===== config.mk =====
export PLATFORM = sky130hd
export DESIGN_NAME = irq_prio_ctl
export DESIGN_NICKNAME = d
export VERILOG_FILES = /design/src/rtl/irq_ctl_pkg.sv /design/src/rtl/irq_cfg_regs.sv /design/src/rtl/irq_prio_pick.sv /design/src/rtl/irq_lvl_stack.sv /design/src/rtl/irq_prio_ctl.sv
export SDC_FILE = /design/constraint.sdc
export NUM_CORES = 1
export LEC_CHECK = 0
export ABC_AREA = 1
export CORE_ASPECT_RATIO = 1.75
export CORE_MARGIN = 1
export CORE_UTILIZATION = 50
export DETAILED_ROUTE_END_ITERATION = 8
export GPL_ROUTABILITY_DRIVEN = 0
export GPL_TIMING_DRIVEN = 0
export HOLD_SLACK_MARGIN = 0.05
export PLACE_DENSITY = 0.7
export SYNTH_ARGS = -nofsm -noshare
export SYNTH_HDL_FRONTEND = slang
export SYNTH_SLANG_ARGS = --single-unit
export TNS_END_PERCENT = 50

===== constraint.sdc =====
create_clock -name clk_i -period 31.9 [get_ports clk_i]
set_input_delay 6.38 -clock clk_i [delete_from_list [all_inputs] [get_ports clk_i]]
set_output_delay 6.38 -clock clk_i [all_outputs]
set_load 0.005 [all_outputs]

===== src/rtl/irq_ctl_pkg.sv =====
package irq_ctl_pkg;
  localparam int unsigned LVL_W   = 3;
  localparam int unsigned LVL_TOP = 7;
  localparam int unsigned NMI_N   = 6;
  typedef logic [LVL_W-1:0] lvl_t;
endpackage


===== src/rtl/irq_cfg_regs.sv =====
module irq_cfg_regs
  import irq_ctl_pkg::*;
#(
  parameter int unsigned N_REQ = 16,
  parameter int unsigned VEC_W = 16,
  parameter logic [VEC_W-1:0] BASE_RST = '0,
  localparam int unsigned IDX_W = $clog2(N_REQ)
) (
  input  logic             clk_i,
  input  logic             rst_ni,
  input  logic             we_i,
  input  logic [IDX_W-1:0] idx_i,
  input  lvl_t             lvl_i,
  input  logic             cop_i,
  input  logic             base_we_i,
  input  logic [VEC_W-1:0] base_i,
  output lvl_t [N_REQ-1:0] lvl_o,
  output logic [N_REQ-1:0] cop_o,
  output logic [VEC_W-1:0] base_o
);
  lvl_t [N_REQ-1:0] lvl_q;
  logic [N_REQ-1:0] cop_q;
  logic [VEC_W-1:0] base_q;

  always_ff @(posedge clk_i or negedge rst_ni) begin
    if (!rst_ni) begin
      lvl_q  <= '0;
      cop_q  <= '0;
      base_q <= BASE_RST;
    end else begin
      if (we_i) begin
        lvl_q[idx_i] <= lvl_i;
        cop_q[idx_i] <= cop_i;
      end
      if (base_we_i) base_q <= base_i;
    end
  end

  assign lvl_o  = lvl_q;
  assign cop_o  = cop_q;
  assign base_o = base_q;
endmodule


===== src/rtl/irq_prio_pick.sv =====
module irq_prio_pick
  import irq_ctl_pkg::*;
#(
  parameter int unsigned N_REQ = 16,
  localparam int unsigned IDX_W = $clog2(N_REQ)
) (
  input  logic [N_REQ-1:0] req_i,
  input  lvl_t [N_REQ-1:0] lvl_i,
  input  lvl_t             thr_i,
  output logic             found_o,
  output logic [IDX_W-1:0] idx_o,
  output lvl_t             lvl_o
);
  // scan downward with >= so equal levels settle on the lower index
  always_comb begin
    found_o = 1'b0;
    idx_o   = '0;
    lvl_o   = '0;
    for (int i = N_REQ - 1; i >= 0; i--) begin
      if (req_i[i] && (lvl_i[i] > thr_i) && (lvl_i[i] >= lvl_o)) begin
        found_o = 1'b1;
        idx_o   = IDX_W'(i);
        lvl_o   = lvl_i[i];
      end
    end
  end
endmodule


===== src/rtl/irq_lvl_stack.sv =====
module irq_lvl_stack
  import irq_ctl_pkg::*;
#(
  parameter int unsigned DEPTH = 7,
  localparam int unsigned PTR_W = $clog2(DEPTH + 1)
) (
  input  logic clk_i,
  input  logic rst_ni,
  input  logic push_i,
  input  logic pop_i,
  input  lvl_t din_i,
  output lvl_t dout_o,
  output logic empty_o,
  output logic full_o
);
  lvl_t [DEPTH-1:0] mem_q;
  logic [PTR_W-1:0] ptr_q;
  logic [PTR_W-1:0] top_idx;

  assign top_idx = (ptr_q == '0) ? '0 : ptr_q - 1'b1;
  assign dout_o  = mem_q[top_idx];
  assign empty_o = (ptr_q == '0);
  assign full_o  = (ptr_q == PTR_W'(DEPTH));

  always_ff @(posedge clk_i or negedge rst_ni) begin
    if (!rst_ni) begin
      mem_q <= '0;
      ptr_q <= '0;
    end else if (push_i && !full_o) begin
      mem_q[ptr_q] <= din_i;
      ptr_q        <= ptr_q + 1'b1;
    end else if (pop_i && !empty_o) begin
      ptr_q <= ptr_q - 1'b1;
    end
  end
endmodule


===== src/rtl/irq_prio_ctl.sv =====
module irq_prio_ctl
  import irq_ctl_pkg::*;
#(
  parameter int unsigned N_REQ = 16,
  parameter int unsigned VEC_W = 16,
  parameter int unsigned STK_D = 7,
  parameter logic [VEC_W-1:0] BASE_RST = '0,
  localparam int unsigned IDX_W = $clog2(N_REQ)
) (
  input  logic             clk_i,
  input  logic             rst_ni,
  input  logic [N_REQ-1:0] irq_i,
  input  logic             xirq_i,
  input  logic [NMI_N-1:0] nmi_i,
  input  logic             cpu_imask_i,
  input  logic             cpu_xmask_i,
  input  logic             cfg_we_i,
  input  logic [IDX_W-1:0] cfg_idx_i,
  input  logic [LVL_W-1:0] cfg_lvl_i,
  input  logic             cfg_cop_i,
  input  logic             cfg_base_we_i,
  input  logic [VEC_W-1:0] cfg_base_i,
  output logic             cpu_req_o,
  input  logic             cpu_ack_i,
  input  logic             cpu_rti_i,
  output logic [VEC_W-1:0] cpu_vec_o,
  output logic [LVL_W-1:0] cpu_lvl_o,
  output logic             cop_req_o,
  input  logic             cop_ack_i,
  input  logic             cop_done_i,
  output logic [VEC_W-1:0] cop_vec_o,
  output logic [1:0]       cop_depth_o
);
  localparam int unsigned SLOT_W    = $clog2(N_REQ + NMI_N + 2);
  localparam int unsigned SLOT_X    = N_REQ;
  localparam int unsigned SLOT_NMI  = N_REQ + 1;
  localparam int unsigned SLOT_SPUR = N_REQ + NMI_N + 1;

  lvl_t [N_REQ-1:0] cfg_lvl;
  logic [N_REQ-1:0] cfg_cop;
  logic [VEC_W-1:0] base;

  irq_cfg_regs #(.N_REQ(N_REQ), .VEC_W(VEC_W), .BASE_RST(BASE_RST)) u_cfg (
    .clk_i, .rst_ni,
    .we_i(cfg_we_i), .idx_i(cfg_idx_i), .lvl_i(cfg_lvl_i), .cop_i(cfg_cop_i),
    .base_we_i(cfg_base_we_i), .base_i(cfg_base_i),
    .lvl_o(cfg_lvl), .cop_o(cfg_cop), .base_o(base)
  );

  // ---------------- CPU side ----------------
  lvl_t             cpu_lvl_q;
  logic [VEC_W-1:0] cpu_vec_q;
  logic             cpu_found;
  logic [IDX_W-1:0] cpu_idx;
  lvl_t             cpu_win_lvl;
  logic             cpu_req;
  logic [SLOT_W-1:0] cpu_slot;
  lvl_t             cpu_new_lvl;
  logic             stk_full, stk_empty;
  lvl_t             stk_top;
  logic [2:0]       nmi_j;
  logic             stk_push, stk_pop;

  irq_prio_pick #(.N_REQ(N_REQ)) u_cpu_pick (
    .req_i(irq_i & ~cfg_cop & {N_REQ{~cpu_imask_i}}),
    .lvl_i(cfg_lvl), .thr_i(cpu_lvl_q),
    .found_o(cpu_found), .idx_o(cpu_idx), .lvl_o(cpu_win_lvl)
  );

  always_comb begin
    nmi_j = '0;
    for (int j = NMI_N - 1; j >= 0; j--)
      if (nmi_i[j]) nmi_j = 3'(j);
  end

  always_comb begin
    cpu_req     = 1'b0;
    cpu_slot    = SLOT_W'(SLOT_SPUR);
    cpu_new_lvl = cpu_lvl_q;
    if (!stk_full) begin
      if (|nmi_i) begin
        cpu_req     = 1'b1;
        cpu_slot    = SLOT_W'(SLOT_NMI) + SLOT_W'(nmi_j);
        cpu_new_lvl = lvl_t'(LVL_TOP);
      end else if (xirq_i && !cpu_xmask_i) begin
        cpu_req     = 1'b1;
        cpu_slot    = SLOT_W'(SLOT_X);
        cpu_new_lvl = lvl_t'(LVL_TOP);
      end else if (cpu_found) begin
        cpu_req     = 1'b1;
        cpu_slot    = SLOT_W'(cpu_idx);
        cpu_new_lvl = cpu_win_lvl;
      end
    end
  end

  assign stk_push = cpu_ack_i && cpu_req;
  assign stk_pop  = cpu_rti_i && !cpu_ack_i && !stk_empty;

  irq_lvl_stack #(.DEPTH(STK_D)) u_stk (
    .clk_i, .rst_ni,
    .push_i(stk_push), .pop_i(stk_pop), .din_i(cpu_lvl_q),
    .dout_o(stk_top), .empty_o(stk_empty), .full_o(stk_full)
  );

  always_ff @(posedge clk_i or negedge rst_ni) begin
    if (!rst_ni) begin
      cpu_lvl_q <= '0;
      cpu_vec_q <= '0;
    end else if (cpu_ack_i) begin
      cpu_vec_q <= base + VEC_W'({cpu_slot, 1'b0});
      if (cpu_req) cpu_lvl_q <= cpu_new_lvl;
    end else if (stk_pop) begin
      cpu_lvl_q <= stk_top;
    end
  end

  // ---------------- coprocessor side ----------------
  logic [1:0]       cop_depth_q;
  lvl_t [1:0]       cop_lvl_q;
  logic [VEC_W-1:0] cop_vec_q;
  lvl_t             cop_thr;
  logic             cop_found;
  logic [IDX_W-1:0] cop_idx;
  lvl_t             cop_win_lvl;
  logic             cop_req;
  logic [SLOT_W-1:0] cop_slot;

  assign cop_thr = (cop_depth_q == 2'd0) ? '0 : cop_lvl_q[0];

  irq_prio_pick #(.N_REQ(N_REQ)) u_cop_pick (
    .req_i(irq_i & cfg_cop),
    .lvl_i(cfg_lvl), .thr_i(cop_thr),
    .found_o(cop_found), .idx_o(cop_idx), .lvl_o(cop_win_lvl)
  );

  assign cop_req  = cop_found && (cop_depth_q != 2'd2);
  assign cop_slot = cop_req ? SLOT_W'(cop_idx) : SLOT_W'(SLOT_SPUR);

  always_ff @(posedge clk_i or negedge rst_ni) begin
    if (!rst_ni) begin
      cop_depth_q <= '0;
      cop_lvl_q   <= '0;
      cop_vec_q   <= '0;
    end else if (cop_ack_i) begin
      cop_vec_q <= base + VEC_W'({cop_slot, 1'b0});
      if (cop_req) begin
        cop_lvl_q[cop_depth_q[0]] <= cop_win_lvl;
        cop_depth_q               <= cop_depth_q + 2'd1;
      end
    end else if (cop_done_i && cop_depth_q != 2'd0) begin
      cop_depth_q <= cop_depth_q - 2'd1;
    end
  end

  assign cpu_req_o   = cpu_req;
  assign cpu_vec_o   = cpu_vec_q;
  assign cpu_lvl_o   = cpu_lvl_q;
  assign cop_req_o   = cop_req;
  assign cop_vec_o   = cop_vec_q;
  assign cop_depth_o = cop_depth_q;
endmodule


# After elaboration in Yosys (flattened, before gate mapping)
# Cells that the tools add are included.
# totals
rom_bits,0
word_cells,348
inputBits,57
mem_bits_rw,0
latch_bits,0
out_inout_bits,39
register_bits,147
n_memories,0
# op_classes
eq_ne,6
reduce_logical,89
shifts,0
bitwise_logic,5
n_mux,139
addsub,7
multipliers,0
order_cmp,70
div_mod_pow,0
# ops
cell,count
$mux W3,53
$mux W4,32
$gt A3 B3 Y1,32
$ge A3 B3 Y1,30
$logic_and A1 B1 Y1,75
$and A16 B16 Y16,3
$bwmux W48,1
$mux W1,37
$add A16 B6 Y16,2
$mux W5,5
$bwmux W21,1
$bwmux W16,1
$not A16 Y16,1
$demux W3 S4,1
$bmux W3 S3,1
$demux W3 S3,1
$lt A3 B4 Y1 const B,2
$reduce_bool A2 Y1,4
$bwmux W6,1
$ge A3 B1 Y1 const B,2
$mux W2,3
$reduce_or A6 Y1,1
$add A5 B3 Y5 const A,1
$lt A4 B5 Y1 const B,1
other kinds (19),25

# Longest topological paths before layout
# logic_depth
ltp_word,58
depth_mapped,179
mapped_depth_nobuf,178

# Cells and area by module
# Synthesis repeated with hierarchy kept, for this count alone.
# unflattened
hier_cells,2001
area_unflattened_um2,13982.2
# by_module_without_submodules
module,cells_per_inst,n_inst,seq_area_each_um2,area_each_um2
irq_cfg_regs,364,1,2001.9,3274.4
irq_prio_ctl,491,1,1001.0,3175.5
irq_prio_pick at u_cop_pick,486,1,0.0,3091.7
irq_prio_pick at u_cpu_pick,486,1,0.0,3084.2
irq_lvl_stack,174,1,600.6,1356.3

# Worst setup path after synthesis
# No wires, ideal clock.
# synth_path
path_kind,input to output
startpoint,input irq_i[15]
endpoint,output cop_req_o
path_slack_ns,4.300
stages,156
arrival_time_ns,21.220
required_time_ns,25.520
n_path_buf,0
path_cell_list,nand2_1 -> inv_1 -> nand3_1 -> nor2_1 -> inv_1 -> ha_1 -> a21oi_1 -> nand3_1 -> nand2_1 -> inv_1 -> nand3_2 -> nand2_1 -> o21ai_0 -> ha_1 -> inv_1 -> nand2_1 -> o21ai_0 -> inv_1 -> (+120 left out) -> o21ai_0 -> nor4_1 -> inv_1 -> nand3_1 -> nand2_1 -> ha_1 -> inv_1 -> nand2_1 -> a21oi_1 -> nor2_1 -> o21ai_0 -> nor4_1 -> nor2_1 -> nand2_1 -> nor3_2 -> nand3_4 -> nand2_2 -> inv_2
# synth_between
elab_chain_len,50
# synth_lines
item,line,rtl
start: declaration,irq_prio_ctl.sv:12,"input logic [N_REQ-1:0] irq_i,"
$and A16 B16 Y16 *,irq_prio_ctl.sv:132,".req_i(irq_i & cfg_cop),"
$logic_and A1 B1 Y1 * (2 in a row),irq_prio_pick.sv:20,if (req_i[i] && (lvl_i[i] > thr_i) && (lvl_i[i] >= lvl_o)) begin
$mux W3,irq_prio_pick.sv:20,
$ge A3 B3 Y1,irq_prio_pick.sv:20,
$logic_and A1 B1 Y1,irq_prio_pick.sv:20,
$mux W3,irq_prio_pick.sv:20,
$ge A3 B3 Y1,irq_prio_pick.sv:20,
$logic_and A1 B1 Y1,irq_prio_pick.sv:20,
(+33 left out),-,
$mux W3,irq_prio_pick.sv:20,
$ge A3 B3 Y1,irq_prio_pick.sv:20,
$logic_and A1 B1 Y1,irq_prio_pick.sv:20,
$mux W3,irq_prio_pick.sv:20,
$ge A3 B3 Y1,irq_prio_pick.sv:20,
$logic_and A1 B1 Y1,irq_prio_pick.sv:20,
$mux W1 *,irq_prio_pick.sv:20,
$logic_and A1 B1 Y1 *,irq_prio_ctl.sv:137,assign cop_req = cop_found && (cop_depth_q != 2'd2);
end: declaration,irq_prio_ctl.sv:28,"output logic cop_req_o,"
# Every way passes the cells marked *; elsewhere a longest branch is shown, timed or not.

# Worst setup path in the final report
# layout_path
startpoint,input irq_i[15]
endpoint,output cpu_req_o
# layout_between
elab_chain_len,54
# layout_lines
item,line,rtl
$and A16 B16 Y16 * (2 in a row),irq_prio_ctl.sv:65,".req_i(irq_i & ~cfg_cop & {N_REQ{~cpu_imask_i}}),"
$logic_and A1 B1 Y1 * (2 in a row),irq_prio_pick.sv:20,
$mux W3,irq_prio_pick.sv:20,
$ge A3 B3 Y1,irq_prio_pick.sv:20,
$logic_and A1 B1 Y1,irq_prio_pick.sv:20,
$mux W3,irq_prio_pick.sv:20,
$ge A3 B3 Y1,irq_prio_pick.sv:20,
$logic_and A1 B1 Y1,irq_prio_pick.sv:20,
(+36 left out),-,
$mux W3,irq_prio_pick.sv:20,
$ge A3 B3 Y1,irq_prio_pick.sv:20,
$logic_and A1 B1 Y1,irq_prio_pick.sv:20,
$mux W1 *,irq_prio_pick.sv:20,
$mux W1 *,irq_prio_ctl.sv:89,end else if (cpu_found) begin
$mux W1 *,irq_prio_ctl.sv:85,end else if (xirq_i && !cpu_xmask_i) begin
$mux W1 *,irq_prio_ctl.sv:81,if (|nmi_i) begin
$mux W1 *,irq_prio_ctl.sv:80,if (!stk_full) begin
end: declaration,irq_prio_ctl.sv:23,"output logic cpu_req_o,"
# Marks and branches as above.

==> impl_metrics.tcl <==
set metrics [dict create \
    track_usage 0.3055 \
    route.detailed.drc 0 \
    final_nets 2060 \
    rows 76 \
    maxSlewViolCount 0 \
    hold_path_end "cop_vec_o[2]" \
    cts_tree "done" \
    diodes 0 \
    totalWireLength_um 37670 \
    p_leak_nw 7.397 \
    worst-r2r-setup-slack_ns 10.83 \
    r2r_end "cop_vec_o[13]" \
    core_mm2 0.02482 \
    syn-cell-area_mm2 0.01272 \
    viasPerCell 5.608 \
    final_common_cell "nand2_1" \
    initial_core_util 0.5124 \
    gr-total-overflow 0 \
    ir_worst_vdd_uv 56.01 \
    first_pass_iters 6 \
    detail_route.iter0.violations 756 \
    place_area_mm2 0.01406 \
    syn_inst 1724 \
    ff2ff_path_depth 178 \
    hold_slack_ns 0.4757 \
    areaGrowthSynthToFinish_pct 16.03 \
    dieArea_mm2 0.02610 \
    wl_per_cell_um 17.42 \
    grt_pass1_vias 12108 \
    critical-path-max-stage-delay_ns 0.49 \
    clock_sinks 144 \
    worst_pin_slew_ns 1.263 \
    finalSetupViolations 0 \
    synth-seq-cells 144 \
    synth_enable_flop_cells 0 \
    grt_pass1_wl_um 60020 \
    pwr_density_cell_mw_per_mm2 94.30 \
    cts_made_buffers 17 \
    grt_max_degree 82 \
    antenna_found_initial 0 \
    ant_nets 0 \
    critPathLaunchType "primary input" \
    ys_async_sr_fraction 1.000 \
    cts_root_buf "clkbuf_16" \
    r2r-start "cop_depth_o[1]" \
    crit_top_cell "nand2_1" \
    fin_area_mm2 0.01475 \
    cp-end-kind "output pin" \
    status "completed" \
    vias 12124 \
    synth_area_leaders "dfrtp_1 28%, ha_1 16%, nand2_1 14%" \
    cp_max_fo 9 \
    timing.critical_path.slowest_stage_cell "clkdlybuf4s50_1" \
    drive_gt1_frac 0.1238 \
    finalCritPeriodShare 0.9432 \
    max_slew_margin 0.1582 \
    cts.path.max_buffers 2 \
    required_ns 25.52 \
    yosysTopAreaCell "dfrtp_1" \
    path_clk_slew_ns 0.06 \
    synth_flop_cell "dfrtp_1" \
    fmax_ghz 0.03324 \
    min_from "cop_vec_o[2]" \
    clock_latency_ns 0.46 \
    io_pins 96 \
    worstPathArrival_ns 23.71 \
    cap_violations 0 \
    hold_depth 2 \
    die_h_um 213.0 \
    period_needed_ns 30.09 \
    synth_top_area_share 0.2834 \
    hold_viol 0 \
    htree_levels 4 \
    port_buffers 92 \
    path_class "primary input to output pin" \
    synth_warnings 0 \
    synth_fp_nets 1945 \
    synth_cell_types 49 \
    nFillCells 2343 \
    hp-class "register to register" \
    crit_path_start "irq_i[15]" \
    skew_ns 0.01261 \
    die_x_um 122.6 \
    syn_area_per_cell_um2 7.376 \
    final_cell_mix "469 x nand2_1, 195 x inv_1, 162 x ha_1" \
    hpwlAfterDp_um 29130 \
    ys_seq_area_frac 0.2834 \
]
[cells in the mapped netlist (2+ instances only)]
cell type and instances:
and2_1 5, nor2_2 4, buf_4 2, buf_2 3, nor2_1 80, nand2_1 472, o211ai_1 9, nand4_1 5
inv_2 7, o22ai_1 3, xor2_1 18, clkinv_1 2, nand3_4 3, a21oi_1 64, o21ai_1 5, nand2_2 65
nor3_1 13, a21oi_2 2, fa_1 2, clkbuf_1 17, dfrtp_1 144, nor2_4 2, ha_1 162, nand3_2 28
inv_1 197, o221ai_1 2, a31oi_1 6, a311oi_1 13, or2_2 3, o21ai_0 177, nor4_1 4, o31ai_1 6
nand3_1 103, a211oi_1 26, nand3b_1 9, nand2_4 35, nor3_2 7, mux2_2 8
[power breakdown]
| group | switching (mW) | internal, mW |
|---|---|---|
| Sequential | 0.0577 | 0.231 |
| Combinational | 0.562 | 0.342 |
| Clock | 0.0844 | 0.114 |
| Total | 0.704 | 0.687 |
[how the worst max path moves through the flow]
stage | depth (start not counted) | slack [ns] | endpoint
CTS | 154 | 0.18 | cop_req_o
floorplan | 156 | 4.30 | cop_req_o
detailed placement | 154 | -0.59 | cop_req_o
global placement | 153 | -0.13 | cop_req_o
finish | 149 | 1.81 | cpu_req_o
global route | 150 | -0.01 | cpu_req_o
[layout make-up]
class	instances	area, um^2	area share
Multi-Input combinational cell	1351	8338	0.5651
Sequential cell	144	3603	0.2442
Timing Repair Buffer	96	973.4	0.06598
Inverter	206	777.0	0.05266
Clock buffer	17	425.4	0.02883
Tap cell	312	390.4	0.02646
Clock inverter	13	141.4	0.009583
Buffer	23	105.1	0.007123
[what timing repair did]
action	in CTS	in global routing
hold buffers	0	0
setup buffers	0	3
setup endpoints to repair	1	2
gates resized for setup	2	47
gates cloned	0	0
pin swaps	0	5
[sequential cells by signal (all words and copies together) (netlist names)]
signal / count
cop_depth_o: 2
cop_lvl_q: 3
cop_vec_o: 16
cpu_lvl_o: 3
cpu_vec_o: 16
u_cfg.base_o: 16
u_cfg.cop_o: 16
u_cfg.lvl_o: 48
u_stk.mem_q: 21
u_stk.ptr_q: 3
[kinds of logic after synthesis]
group	share of synthesized area
compound gates	0.1426
mux	0.007085
simple gates	0.3222
buf+inv	0.06907
fa+ha+maj	0.1626
flops	0.2834
xor+xnor	0.01309
[worst max-delay path: cells and delay by family]
family	cells	cell delay (ns)
and+or+nand+nor	74	6.22
AOI/OAI and AO/OA	30	4.35
adders and majority gates	15	4.11
buffers and inverters	30	2.58
[through the flow]
| step | instances | power, mW | util | worst slack [ns] | TNS, ns |
|---|---|---|---|---|---|
| final | 2162 | 1.391 | 0.5945 | 1.811 | 0 |
| after global routing | 2162 | 1.530 | 0.5945 | -0.01110 | -0.01110 |
| after CTS | 2159 | 1.376 | 0.5897 | 0.1778 | 0 |
| after detailed placement | 2129 | 1.170 | 0.5663 | -0.5852 | -0.5852 |
| after global placement | 2128 | 1.133 | 0.5652 | -0.1328 | -0.1328 |
| after floorplan | 1724 | 0.9282 | - | 4.300 | 0 |
[layer usage]
layer  vias up  wire length [um]  GRT usage
met5         -                 0          0
met4         0              3087     0.2515
met3       150              1464    0.04728
met2       343             19730     0.5568
met1      5645             13390     0.2971
li1       5986                 -          -
Power figures use the tool's default switching activity.
